## src/rtl/decpair_pkg.sv

```systemverilog
package decpair_pkg;
  typedef enum logic [1:0] {CLS_INT = 2'd0, CLS_MMX = 2'd1, CLS_FP = 2'd2, CLS_PFX = 2'd3} clsT;
  typedef enum logic [1:0] {KIND_SHORT = 2'd0, KIND_LONG = 2'd1, KIND_VECT = 2'd2} kindT;
  typedef enum logic [2:0] {MD_NONE = 3'd0, MD_SHORT = 3'd1, MD_LONG = 3'd2, MD_VECT = 3'd3,
                            MD_ROM = 3'd4, MD_PFX = 3'd5} modeT;
  typedef enum logic [1:0] {PFX_HOLD = 2'd0, PFX_INC = 2'd1, PFX_CLR = 2'd2, PFX_ONE = 2'd3} pfxOpT;
  typedef struct packed {
    pfxOpT pfxOp;
    logic  romLoad;
  } strobeT;
endpackage

```

## src/rtl/decpair_classify.sv

```systemverilog
module decpair_classify
  import decpair_pkg::*;
#(
  parameter int LEN_W      = 4,
  parameter int UOP_W      = 6,
  parameter int SHORT_LEN  = 7,
  parameter int LONG_LEN   = 11,
  parameter int SHORT_UOPS = 2,
  parameter int GROUP      = 4
) (
  input  logic [LEN_W-1:0] len,
  input  logic [1:0]       cls,
  input  logic [1:0]       kind,
  input  logic [UOP_W-1:0] uops,
  input  logic             esc,
  output kindT             effKind,
  output logic             isPfx,
  output logic             intLike
);
  logic fitsShort, fitsLong;

  always_comb begin
    fitsShort = (kind == KIND_SHORT) && (len <= LEN_W'(SHORT_LEN)) &&
                (uops != '0) && (uops <= UOP_W'(SHORT_UOPS));
    fitsLong  = (kind != KIND_VECT) && (len <= LEN_W'(LONG_LEN)) &&
                (uops != '0) && (uops <= UOP_W'(GROUP));
    if (fitsShort)     effKind = KIND_SHORT;
    else if (fitsLong) effKind = KIND_LONG;
    else               effKind = KIND_VECT;
    isPfx   = (cls == CLS_PFX) && !esc;
    intLike = (cls == CLS_INT) || ((cls == CLS_PFX) && esc);
  end
endmodule

```

## src/rtl/decpair_ctrl.sv

```systemverilog
module decpair_ctrl
  import decpair_pkg::*;
#(
  parameter int UOP_W = 6,
  parameter int PFX_W = 2,
  parameter int GROUP = 4,
  localparam int CNT_W = $clog2(GROUP + 1)
) (
  input  logic [1:0]       winValid,
  input  kindT             effKind [2],
  input  logic             isPfx   [2],
  input  logic             intLike [2],
  input  logic [UOP_W-1:0] uops    [2],
  input  logic             romBusy,
  input  logic [CNT_W-1:0] romUops,
  input  logic [PFX_W-1:0] pfxAcc,
  output logic [1:0]       take,
  output modeT             mode,
  output logic [1:0]       slotValid,
  output logic [CNT_W-1:0] uopCount,
  output logic [PFX_W-1:0] pfxApplied,
  output strobeT           strobe,
  output logic [UOP_W-1:0] romInit
);
  logic v0, v1, canPair;

  always_comb begin
    v0 = winValid[0];
    v1 = winValid[1] && winValid[0];
    canPair = v1 && !isPfx[1] && intLike[1] && (effKind[1] == KIND_SHORT);
    take = 2'd0;
    mode = MD_NONE;
    slotValid = 2'b00;
    uopCount = '0;
    pfxApplied = '0;
    strobe = '{pfxOp: PFX_HOLD, romLoad: 1'b0};
    romInit = '0;
    if (romBusy) begin
      mode = MD_ROM;
      uopCount = romUops;
    end else if (v0 && isPfx[0]) begin
      if (v1 && (isPfx[1] || pfxAcc != '0)) begin
        take = 2'd1;
        mode = MD_PFX;
        strobe.pfxOp = PFX_INC;
      end else if (v1 && effKind[1] == KIND_SHORT) begin
        take = 2'd2;
        mode = MD_SHORT;
        slotValid = 2'b10;
        uopCount = CNT_W'(uops[1]);
        pfxApplied = PFX_W'(1);
        strobe.pfxOp = PFX_CLR;
      end else begin
        take = 2'd1;
        mode = MD_PFX;
        strobe.pfxOp = PFX_INC;
      end
    end else if (v0) begin
      pfxApplied = pfxAcc;
      slotValid = 2'b01;
      take = 2'd1;
      strobe.pfxOp = (v1 && isPfx[1]) ? PFX_ONE : PFX_CLR;
      case (effKind[0])
        KIND_VECT: begin
          mode = MD_VECT;
          if (uops[0] > UOP_W'(GROUP)) begin
            uopCount = CNT_W'(GROUP);
            romInit = uops[0] - UOP_W'(GROUP);
            strobe.romLoad = 1'b1;
          end else begin
            uopCount = CNT_W'(uops[0]);
          end
        end
        KIND_LONG: begin
          mode = MD_LONG;
          uopCount = CNT_W'(uops[0]);
        end
        default: begin
          mode = MD_SHORT;
          uopCount = CNT_W'(uops[0]);
          if (effKind[0] == KIND_SHORT && canPair) begin
            take = 2'd2;
            slotValid = 2'b11;
            uopCount = CNT_W'(uops[0]) + CNT_W'(uops[1]);
          end
        end
      endcase
      if (v1 && isPfx[1]) take = 2'd2;
    end
  end
endmodule

```

## src/rtl/decpair_dp.sv

```systemverilog
module decpair_dp
  import decpair_pkg::*;
#(
  parameter int UOP_W = 6,
  parameter int PFX_W = 2,
  parameter int GROUP = 4,
  localparam int CNT_W = $clog2(GROUP + 1)
) (
  input  logic             clk,
  input  logic             rst_n,
  input  strobeT           strobe,
  input  logic [UOP_W-1:0] romInit,
  output logic [PFX_W-1:0] pfxAcc,
  output logic             romBusy,
  output logic [CNT_W-1:0] romUops
);
  logic [UOP_W-1:0] romLeft;

  always_comb begin
    romBusy = (romLeft != '0);
    romUops = (romLeft > UOP_W'(GROUP)) ? CNT_W'(GROUP) : CNT_W'(romLeft);
  end

  always_ff @(posedge clk) begin
    if (!rst_n) begin
      romLeft <= '0;
      pfxAcc  <= '0;
    end else begin
      if (strobe.romLoad)  romLeft <= romInit;
      else if (romBusy)    romLeft <= romLeft - UOP_W'(romUops);
      case (strobe.pfxOp)
        PFX_INC: if (pfxAcc != '1) pfxAcc <= pfxAcc + 1'b1;
        PFX_CLR: pfxAcc <= '0;
        PFX_ONE: pfxAcc <= PFX_W'(1);
        default: pfxAcc <= pfxAcc;
      endcase
    end
  end

  // a ROM start is always followed by a busy cycle
  p_rom_start_r5: assert property (@(posedge clk) disable iff (!rst_n)
    strobe.romLoad |=> romBusy);
  // no ROM restart while one is running
  p_rom_no_reload_r5: assert property (@(posedge clk) disable iff (!rst_n)
    romBusy |-> !strobe.romLoad);
endmodule

```

## src/rtl/decpair_top.sv

```systemverilog
module decpair_top
  import decpair_pkg::*;
#(
  parameter int LEN_W      = 4,
  parameter int UOP_W      = 6,
  parameter int PFX_W      = 2,
  parameter int SHORT_LEN  = 7,
  parameter int LONG_LEN   = 11,
  parameter int SHORT_UOPS = 2,
  parameter int GROUP      = 4,
  localparam int CNT_W = $clog2(GROUP + 1)
) (
  input  logic             clk,
  input  logic             rst_n,
  input  logic [1:0]       winValid,
  input  logic [LEN_W-1:0] s0Len,
  input  logic [1:0]       s0Cls,
  input  logic [1:0]       s0Kind,
  input  logic [UOP_W-1:0] s0Uops,
  input  logic             s0Esc,
  input  logic [LEN_W-1:0] s1Len,
  input  logic [1:0]       s1Cls,
  input  logic [1:0]       s1Kind,
  input  logic [UOP_W-1:0] s1Uops,
  input  logic             s1Esc,
  output logic [1:0]       take,
  output logic [2:0]       mode,
  output logic [1:0]       slotValid,
  output logic [CNT_W-1:0] uopCount,
  output logic [PFX_W-1:0] pfxApplied,
  output logic             romBusy
);
  logic [LEN_W-1:0] lenA  [2];
  logic [1:0]       clsA  [2];
  logic [1:0]       kindA [2];
  logic [UOP_W-1:0] uopsA [2];
  logic             escA  [2];
  kindT             effKind [2];
  logic             isPfx   [2];
  logic             intLike [2];
  strobeT           strobe;
  logic [UOP_W-1:0] romInit;
  logic [PFX_W-1:0] pfxAcc;
  logic [CNT_W-1:0] romUops;
  modeT             modeE;

  always_comb begin
    lenA[0] = s0Len;   lenA[1] = s1Len;
    clsA[0] = s0Cls;   clsA[1] = s1Cls;
    kindA[0] = s0Kind; kindA[1] = s1Kind;
    uopsA[0] = s0Uops; uopsA[1] = s1Uops;
    escA[0] = s0Esc;   escA[1] = s1Esc;
  end

  for (genvar i = 0; i < 2; i++) begin : g_cls
    decpair_classify #(
      .LEN_W(LEN_W), .UOP_W(UOP_W), .SHORT_LEN(SHORT_LEN), .LONG_LEN(LONG_LEN),
      .SHORT_UOPS(SHORT_UOPS), .GROUP(GROUP)
    ) u_cls (
      .len(lenA[i]), .cls(clsA[i]), .kind(kindA[i]), .uops(uopsA[i]), .esc(escA[i]),
      .effKind(effKind[i]), .isPfx(isPfx[i]), .intLike(intLike[i])
    );
  end

  decpair_ctrl #(.UOP_W(UOP_W), .PFX_W(PFX_W), .GROUP(GROUP)) u_ctrl (
    .winValid(winValid), .effKind(effKind), .isPfx(isPfx), .intLike(intLike),
    .uops(uopsA), .romBusy(romBusy), .romUops(romUops), .pfxAcc(pfxAcc),
    .take(take), .mode(modeE), .slotValid(slotValid), .uopCount(uopCount),
    .pfxApplied(pfxApplied), .strobe(strobe), .romInit(romInit)
  );

  decpair_dp #(.UOP_W(UOP_W), .PFX_W(PFX_W), .GROUP(GROUP)) u_dp (
    .clk(clk), .rst_n(rst_n), .strobe(strobe), .romInit(romInit),
    .pfxAcc(pfxAcc), .romBusy(romBusy), .romUops(romUops)
  );

  assign mode = modeE;

  // emission bound
  p_uop_bound_r12: assert property (@(posedge clk) disable iff (!rst_n)
    uopCount <= CNT_W'(GROUP));
  // never consume more than is valid
  p_take_bound_r12: assert property (@(posedge clk) disable iff (!rst_n)
    take <= 2'($countones(winValid)));
  // frozen window while the ROM drains
  p_rom_stall_r5: assert property (@(posedge clk) disable iff (!rst_n)
    romBusy |-> (take == 2'd0 && slotValid == 2'b00));
  // slot 1 of a pair is integer-like
  p_pair_int_r6: assert property (@(posedge clk) disable iff (!rst_n)
    (slotValid == 2'b11) |-> (s1Cls == 2'd0 || (s1Cls == 2'd3 && s1Esc)));
  // pairs are short-mode cycles
  p_pair_mode_r3: assert property (@(posedge clk) disable iff (!rst_n)
    (slotValid == 2'b11) |-> (mode == 3'd1 && take == 2'd2));
endmodule

```

## config.mk

```make
export PLATFORM = sky130hd
export DESIGN_NAME = decpair_top
export DESIGN_NICKNAME = d
export VERILOG_FILES = /design/src/rtl/decpair_pkg.sv /design/src/rtl/decpair_classify.sv /design/src/rtl/decpair_ctrl.sv /design/src/rtl/decpair_dp.sv /design/src/rtl/decpair_top.sv
export SDC_FILE = /design/constraint.sdc
export NUM_CORES = 1
export LEC_CHECK = 0
export BUFFER_PORTS_ARGS = -buffer_cell sky130_fd_sc_hd__clkbuf_2
export CAP_MARGIN = 20
export CORE_UTILIZATION = 40
export CTS_CLUSTER_DIAMETER = 100
export DETAILED_ROUTE_END_ITERATION = 10
export PLACE_DENSITY = 0.71
export SLEW_MARGIN = 5
export SYNTH_ARGS = -nofsm -noshare
export SYNTH_HDL_FRONTEND = slang
export SYNTH_SLANG_ARGS = --single-unit
export TNS_END_PERCENT = 100
```

## constraint.sdc

```tcl
create_clock -name clk -period 4 [get_ports clk]
set_input_delay 0.4 -clock clk [delete_from_list [all_inputs] [get_ports clk]]
set_output_delay 0.4 -clock clk [all_outputs]
set_load 0.005 [all_outputs]
```

**Word level (Yosys, flattened, before mapping)**

Cells that the tools add are included.

- Flip-flop bits (word level): 8
- Output and inout bits: 13
- Logic and storage cells: 124

- Add/subtract/negate cells: 4
- Order comparisons: 10
- Equal/unequal tests: 11
- Multiplexer cells: 55
- Reductions and logical operators: 42

Operators by type and width:

| operator | number |
|---|---|
| two-way mux 2 bit | 25 |
| two-way mux 3 bit | 15 |
| two-way mux 6 bit | 7 |
| logical AND 1 bit | 24 |
| nonzero test 6 bit | 3 |
| greater-than comparator 6 x 3 -> 1 bit (second input constant) | 2 |
| less-or-equal comparator 6 x 2 -> 1 bit (second input constant) | 2 |
| less-or-equal comparator 6 x 3 -> 1 bit (second input constant) | 2 |
| == test 2 bit (second input constant) | 5 |
| zero test 2 bit | 5 |
| less-or-equal comparator 4 x 3 -> 1 bit (second input constant) | 2 |
| less-or-equal comparator 4 bit (second input constant) | 2 |
| inequality test 2 bit (second input constant) | 3 |
| case mux 2 bit (3 select lines) | 1 |
| case mux 3 bit (2 select lines) | 1 |
| subtractor 6 x 3 -> 6 bit | 1 |
| subtractor 6 x 3 -> 6 bit (second input constant) | 1 |
| two-way mux 1 bit | 5 |
| == test 2 x 1 -> 1 bit (second input constant) | 2 |
| case mux 2 bit (2 select lines) | 1 |
| nonzero test 2 bit | 2 |
| adder 3 bit | 1 |
| zero test 1 bit | 3 |
| nonzero test 3 bit | 1 |
| 5 further kinds | 6 |

**Longest topological paths before layout**

- Depth in word-level cells: 15
- Mapped depth: 9
- Depth with buffers taken out: 8

**Cells and area by module**

Synthesis repeated with hierarchy kept, for this count alone.

- Cells, all modules: 173
- Area total of the unflattened synthesis: 1216.2 sq um

By module, submodules not included:

| module | instances | cells each | area each (sq um) | sequential area each (sq um) |
|---|---|---|---|---|
| decpair_ctrl | 1 | 78 | 549.3 | 0.0 |
| decpair_dp | 1 | 63 | 484.2 | 160.2 |
| decpair_classify | 2 | 16 | 91.3 | 0.0 |

**Worst setup path before layout**

Ideal clock, no wire load.

- Path kind: input port to output port
- From: in s0Uops[2]
- To: out take[0]
- Data arrival time: 2.220 ns
- Required time: 3.600 ns
- Path slack: 1.380 ns
- Stages on the path: 7
- Path buffers: 0
- Path through: inv_1 -> ha_1 -> or3b_1 -> or3_4 -> or4_4 -> a31o_1 -> nor2b_1

- Cells in the longest elaborated chain, start to end: 13
- Elaborated cells between the ends (all ways): 20
- Those cells by class: 2 x order compare; 2 x eq/ne; 8 x mux; 8 x reduce/logical

Ends and longest elaborated chain:

| what | line | RTL |
|---|---|---|
| start, declared | decpair_top.sv:19 | `input logic [UOP_W-1:0] s0Uops,` |
| parallel branches: the longest is 4 deep, another holds less-or-equal comparator 6 x 3 -> 1 bit | n/a |  |
| two-way mux 2 bit * | decpair_classify.sv:27 | `if (fitsShort) effKind = KIND_SHORT;` |
| zero test 2 bit | decpair_ctrl.sv:81 | `if (effKind[0] == KIND_SHORT && canPair) begin` |
| logical AND 1 bit | decpair_ctrl.sv:81 |  |
| two-way mux 2 bit | decpair_ctrl.sv:81 |  |
| two-way mux 2 bit * | decpair_ctrl.sv:63 | `case (effKind[0])` |
| two-way mux 2 bit * | decpair_ctrl.sv:88 | `if (v1 && isPfx[1]) take = 2'd2;` |
| two-way mux 2 bit * | decpair_ctrl.sv:58 | `end else if (v0) begin` |
| two-way mux 2 bit * | decpair_ctrl.sv:41 | `end else if (v0 && isPfx[0]) begin` |
| two-way mux 2 bit * | decpair_ctrl.sv:38 | `if (romBusy) begin` |
| end, declared | decpair_top.sv:26 | `output logic [1:0] take,` |

Every way passes the cells marked *.

**Worst setup path after layout**

- From: in s0Uops[2]
- To: out uopCount[2]

- Cells in the longest elaborated chain, start to end: 12
- Elaborated cells between the ends (all ways): 21
- Those cells by class: 1 x add/sub; 3 x order compare; 2 x eq/ne; 8 x mux; 7 x reduce/logical

Ends and longest elaborated chain:

| what | line | RTL |
|---|---|---|
| parallel branches: the longest is 8 deep, another holds less-or-equal comparator 6 x 3 -> 1 bit | n/a |  |
| case mux 3 bit (2 select lines) * | decpair_ctrl.sv:63 |  |
| two-way mux 3 bit * | decpair_ctrl.sv:58 |  |
| two-way mux 3 bit * | decpair_ctrl.sv:41 |  |
| two-way mux 3 bit * | decpair_ctrl.sv:38 |  |
| end, declared | decpair_top.sv:29 | `output logic [CNT_W-1:0] uopCount,` |

Marked as above.

==> impl_metrics.tcl <==
set metrics [dict create \
    synth_ff_type "sky130_fd_sc_hd__dfxtp_1" \
    drive_above_1_share 0.270 \
    cts_htree_levels 1 \
    max_freq_ghz 0.335 \
    clockRootBuffer "sky130_fd_sc_hd__clkbuf_4" \
    power.total_w 0.000538 \
    share_of_async_settable_or_async_resettable_flops_after_synthesis 0 \
    ir_worst_vdd_v 0.000317 \
    final_cell_mix "sky130_fd_sc_hd__clkbuf_2, sky130_fd_sc_hd__nor2_1, sky130_fd_sc_hd__nand2_1" \
    antenna_violating_nets_left 0 \
    p_leak_nw 0.535 \
    timing.critical_path.fanout_max 5 \
    synth_top_cells_by_area "sky130_fd_sc_hd__dfxtp_1, sky130_fd_sc_hd__ha_1, sky130_fd_sc_hd__nor2_1, sky130_fd_sc_hd__nand2_1, sky130_fd_sc_hd__o21ai_0" \
    numClockSinks 8 \
    unrepaired_setup_endpoints_after_global_routing "false" \
    die_h_um 51.3 \
    slew_viol_final 0 \
    tritoncts "done" \
    hold_buffers 0 \
    crit_path_start_kind "input port" \
    final.setup.tns_ns 0 \
    maximum_buffer_depth_of_the_clock_tree 2 \
    antenna_fix_cells 0 \
    synth.yosys.seq_area_share 0.165 \
    syn-num-nets 177 \
    cap_viol_max_count 0 \
    buffer_ports.inserted 41 \
    post_cts_resized 0 \
    cts-buffers-inserted 3 \
    routed_wl_mm 2.58 \
    dr.pass1.iters 5 \
    report.final.setup_viol 0 \
    critical_path.endpoint_type "output port" \
    final.period_utilization 0.746 \
    synth-edff-count 0 \
    worst-endpoint-required_ns 3.60 \
    grt_use_total 0.215 \
    yosys.cell_types.count 45 \
    syn_avg_cell_area_um2 7.11 \
    ys_seq_elements 8 \
    final_nets 220 \
    yosysTopAreaCell "sky130_fd_sc_hd__dfxtp_1" \
    critical_path_class "in -> out" \
    first_global_vias 1014 \
    synth_top_area_frac 0.165 \
    reg2regPathDepth 5 \
    design.die.area_um2 2630 \
    initial_core_util 0.432 \
    place.gp.congestion 0.848 \
    whs_path_depth 2 \
    placeableCoreArea_um2 2250 \
    dr.first_iter.drc_count 40 \
    clk_pin_slew_worst_paths_ns 0.06 \
    post_synth_instance_area_um2 973 \
    finalWorstPathRequiredPeriod_ns 2.98 \
    status "finished clean" \
    grt_antenna_before_repair 0 \
    routed_wire_length_per_instance_um 12.5 \
    slew_headroom 0.668 \
    num_vias 1148 \
    clkLatencyLatePin_ns 0.25 \
    powerDensity_nw_per_um2 439 \
    critPathArrivalTime_ns 2.58 \
    synthCells 137 \
    grt_max_degree 11 \
    chipWidth_um 51.3 \
    num_io_pins 47 \
    vias_per_cell 5.57 \
    layout.cells.most_common "sky130_fd_sc_hd__clkbuf_2" \
    timing_worst_slew_pin_value_ns 0.494 \
    cts_setup_buffers 0 \
    yosysWarningCount 0 \
    remaining_drc_errors 0 \
    timing.hold.worst.class "in -> reg" \
    placementRows 17 \
    final-hold-violation-count 0 \
    grt_first_pass_wirelength_mm 4.31 \
    total_grt_overflow 0 \
    hpwl_after_detailed_placement_mm 2.14 \
    syn_to_final_growth_pct 25.8 \
    fin_skew_ns 0.00695 \
]
cell type report:
cell class / count / area [um^2]
multi-input combinational: 116 / 764
clock buffer: 3 / 22.5
timing repair buffer: 41 / 205
fill: 223 / 1030
sequential: 8 / 160
tap: 28 / 35.0
inverter: 10 / 37.5
where the power goes:
group | switching (W) | internal [W]
logic | 0.000189 | 0.000146
registers | 0.0000401 | 0.000103
clock network | 0.0000255 | 0.0000342
flip-flops by register name, summed over array words and instances, names as in the netlist:
| signal | count |
|---|---|
| u_dp.pfxAcc | 2 |
| u_dp.romLeft | 6 |
cells by family (layout without fill, tap and decap cells):
logic type	count (synthesis)	after routing	share of synthesized area
DFF	8	8	0.165
muxes	1	1	0.0103
buffers and inverters	13	54	0.0501
other	1	1	0.00385
AOI/OAI and AO/OA	37	37	0.262
adders and majority gates	7	7	0.0951
xor gates and xnor gates	5	5	0.0450
and+or+nand+nor	65	65	0.369
critical path, cell delays in order:
cell	delay, ns
sky130_fd_sc_hd__clkbuf_2	0.11
sky130_fd_sc_hd__inv_1	0.09
sky130_fd_sc_hd__ha_1	0.22
sky130_fd_sc_hd__or3b_1	0.40
sky130_fd_sc_hd__or3_4	0.36
sky130_fd_sc_hd__nor4_1	0.45
sky130_fd_sc_hd__a211oi_1	0.16
sky130_fd_sc_hd__o31ai_1	0.24
sky130_fd_sc_hd__clkbuf_2	0.15
cell usage after synthesis, drive strengths merged, types with 2 or more instances:
| cell | number |
|---|---|
| o31ai | 2 |
| dfxtp | 8 |
| inv | 10 |
| o21a | 4 |
| a21oi | 5 |
| o21ai | 8 |
| clkbuf | 3 |
| or4 | 2 |
| nor4b | 2 |
| or3 | 3 |
| nor4 | 3 |
| a221o | 2 |
| xor2 | 2 |
| nand2 | 11 |
| and2 | 5 |
| nor2 | 13 |
| o2111ai | 3 |
| a211oi | 3 |
| nand4 | 3 |
| o22ai | 3 |
| nor3 | 8 |
| ha | 5 |
| xnor2 | 3 |
| and3 | 2 |
| nand3 | 7 |
| a21boi | 2 |
per-layer routing:
metal	vias to the layer above	track usage	share of wire
li1	599	-	-
met1	503	0.291	0.49
met2	44	0.357	0.45
met3	2	0.00893	0.056
met4	0	0.0811	0.0035
met5	-	0	0
through the flow:
stage	utilization	instances	setup slack, ns	area (um^2)	hold WS [ns]
floorplan	-	137	1.38	973	0.458
global placement	0.533	203	1.02	1200	0.482
detailed placement	0.533	203	1.01	1200	0.487
CTS	0.543	206	1.01	1220	0.467
global route	0.543	206	0.786	1220	0.472
finish	0.543	206	1.02	1220	0.470
worst paths after layout:
| kind | endpoint | slack, ns | start |
|---|---|---|---|
| min reg2reg | u_dp.pfxAcc[1] | 0.49 | u_dp.pfxAcc[1] |
| min | u_dp.romLeft[4] | 0.47 | rst_n |
| max | uopCount[2] | 1.02 | s0Uops[2] |
| max reg2reg | u_dp.pfxAcc[1] | 1.92 | u_dp.romLeft[3] |
Power figures use the tool's default switching activity.
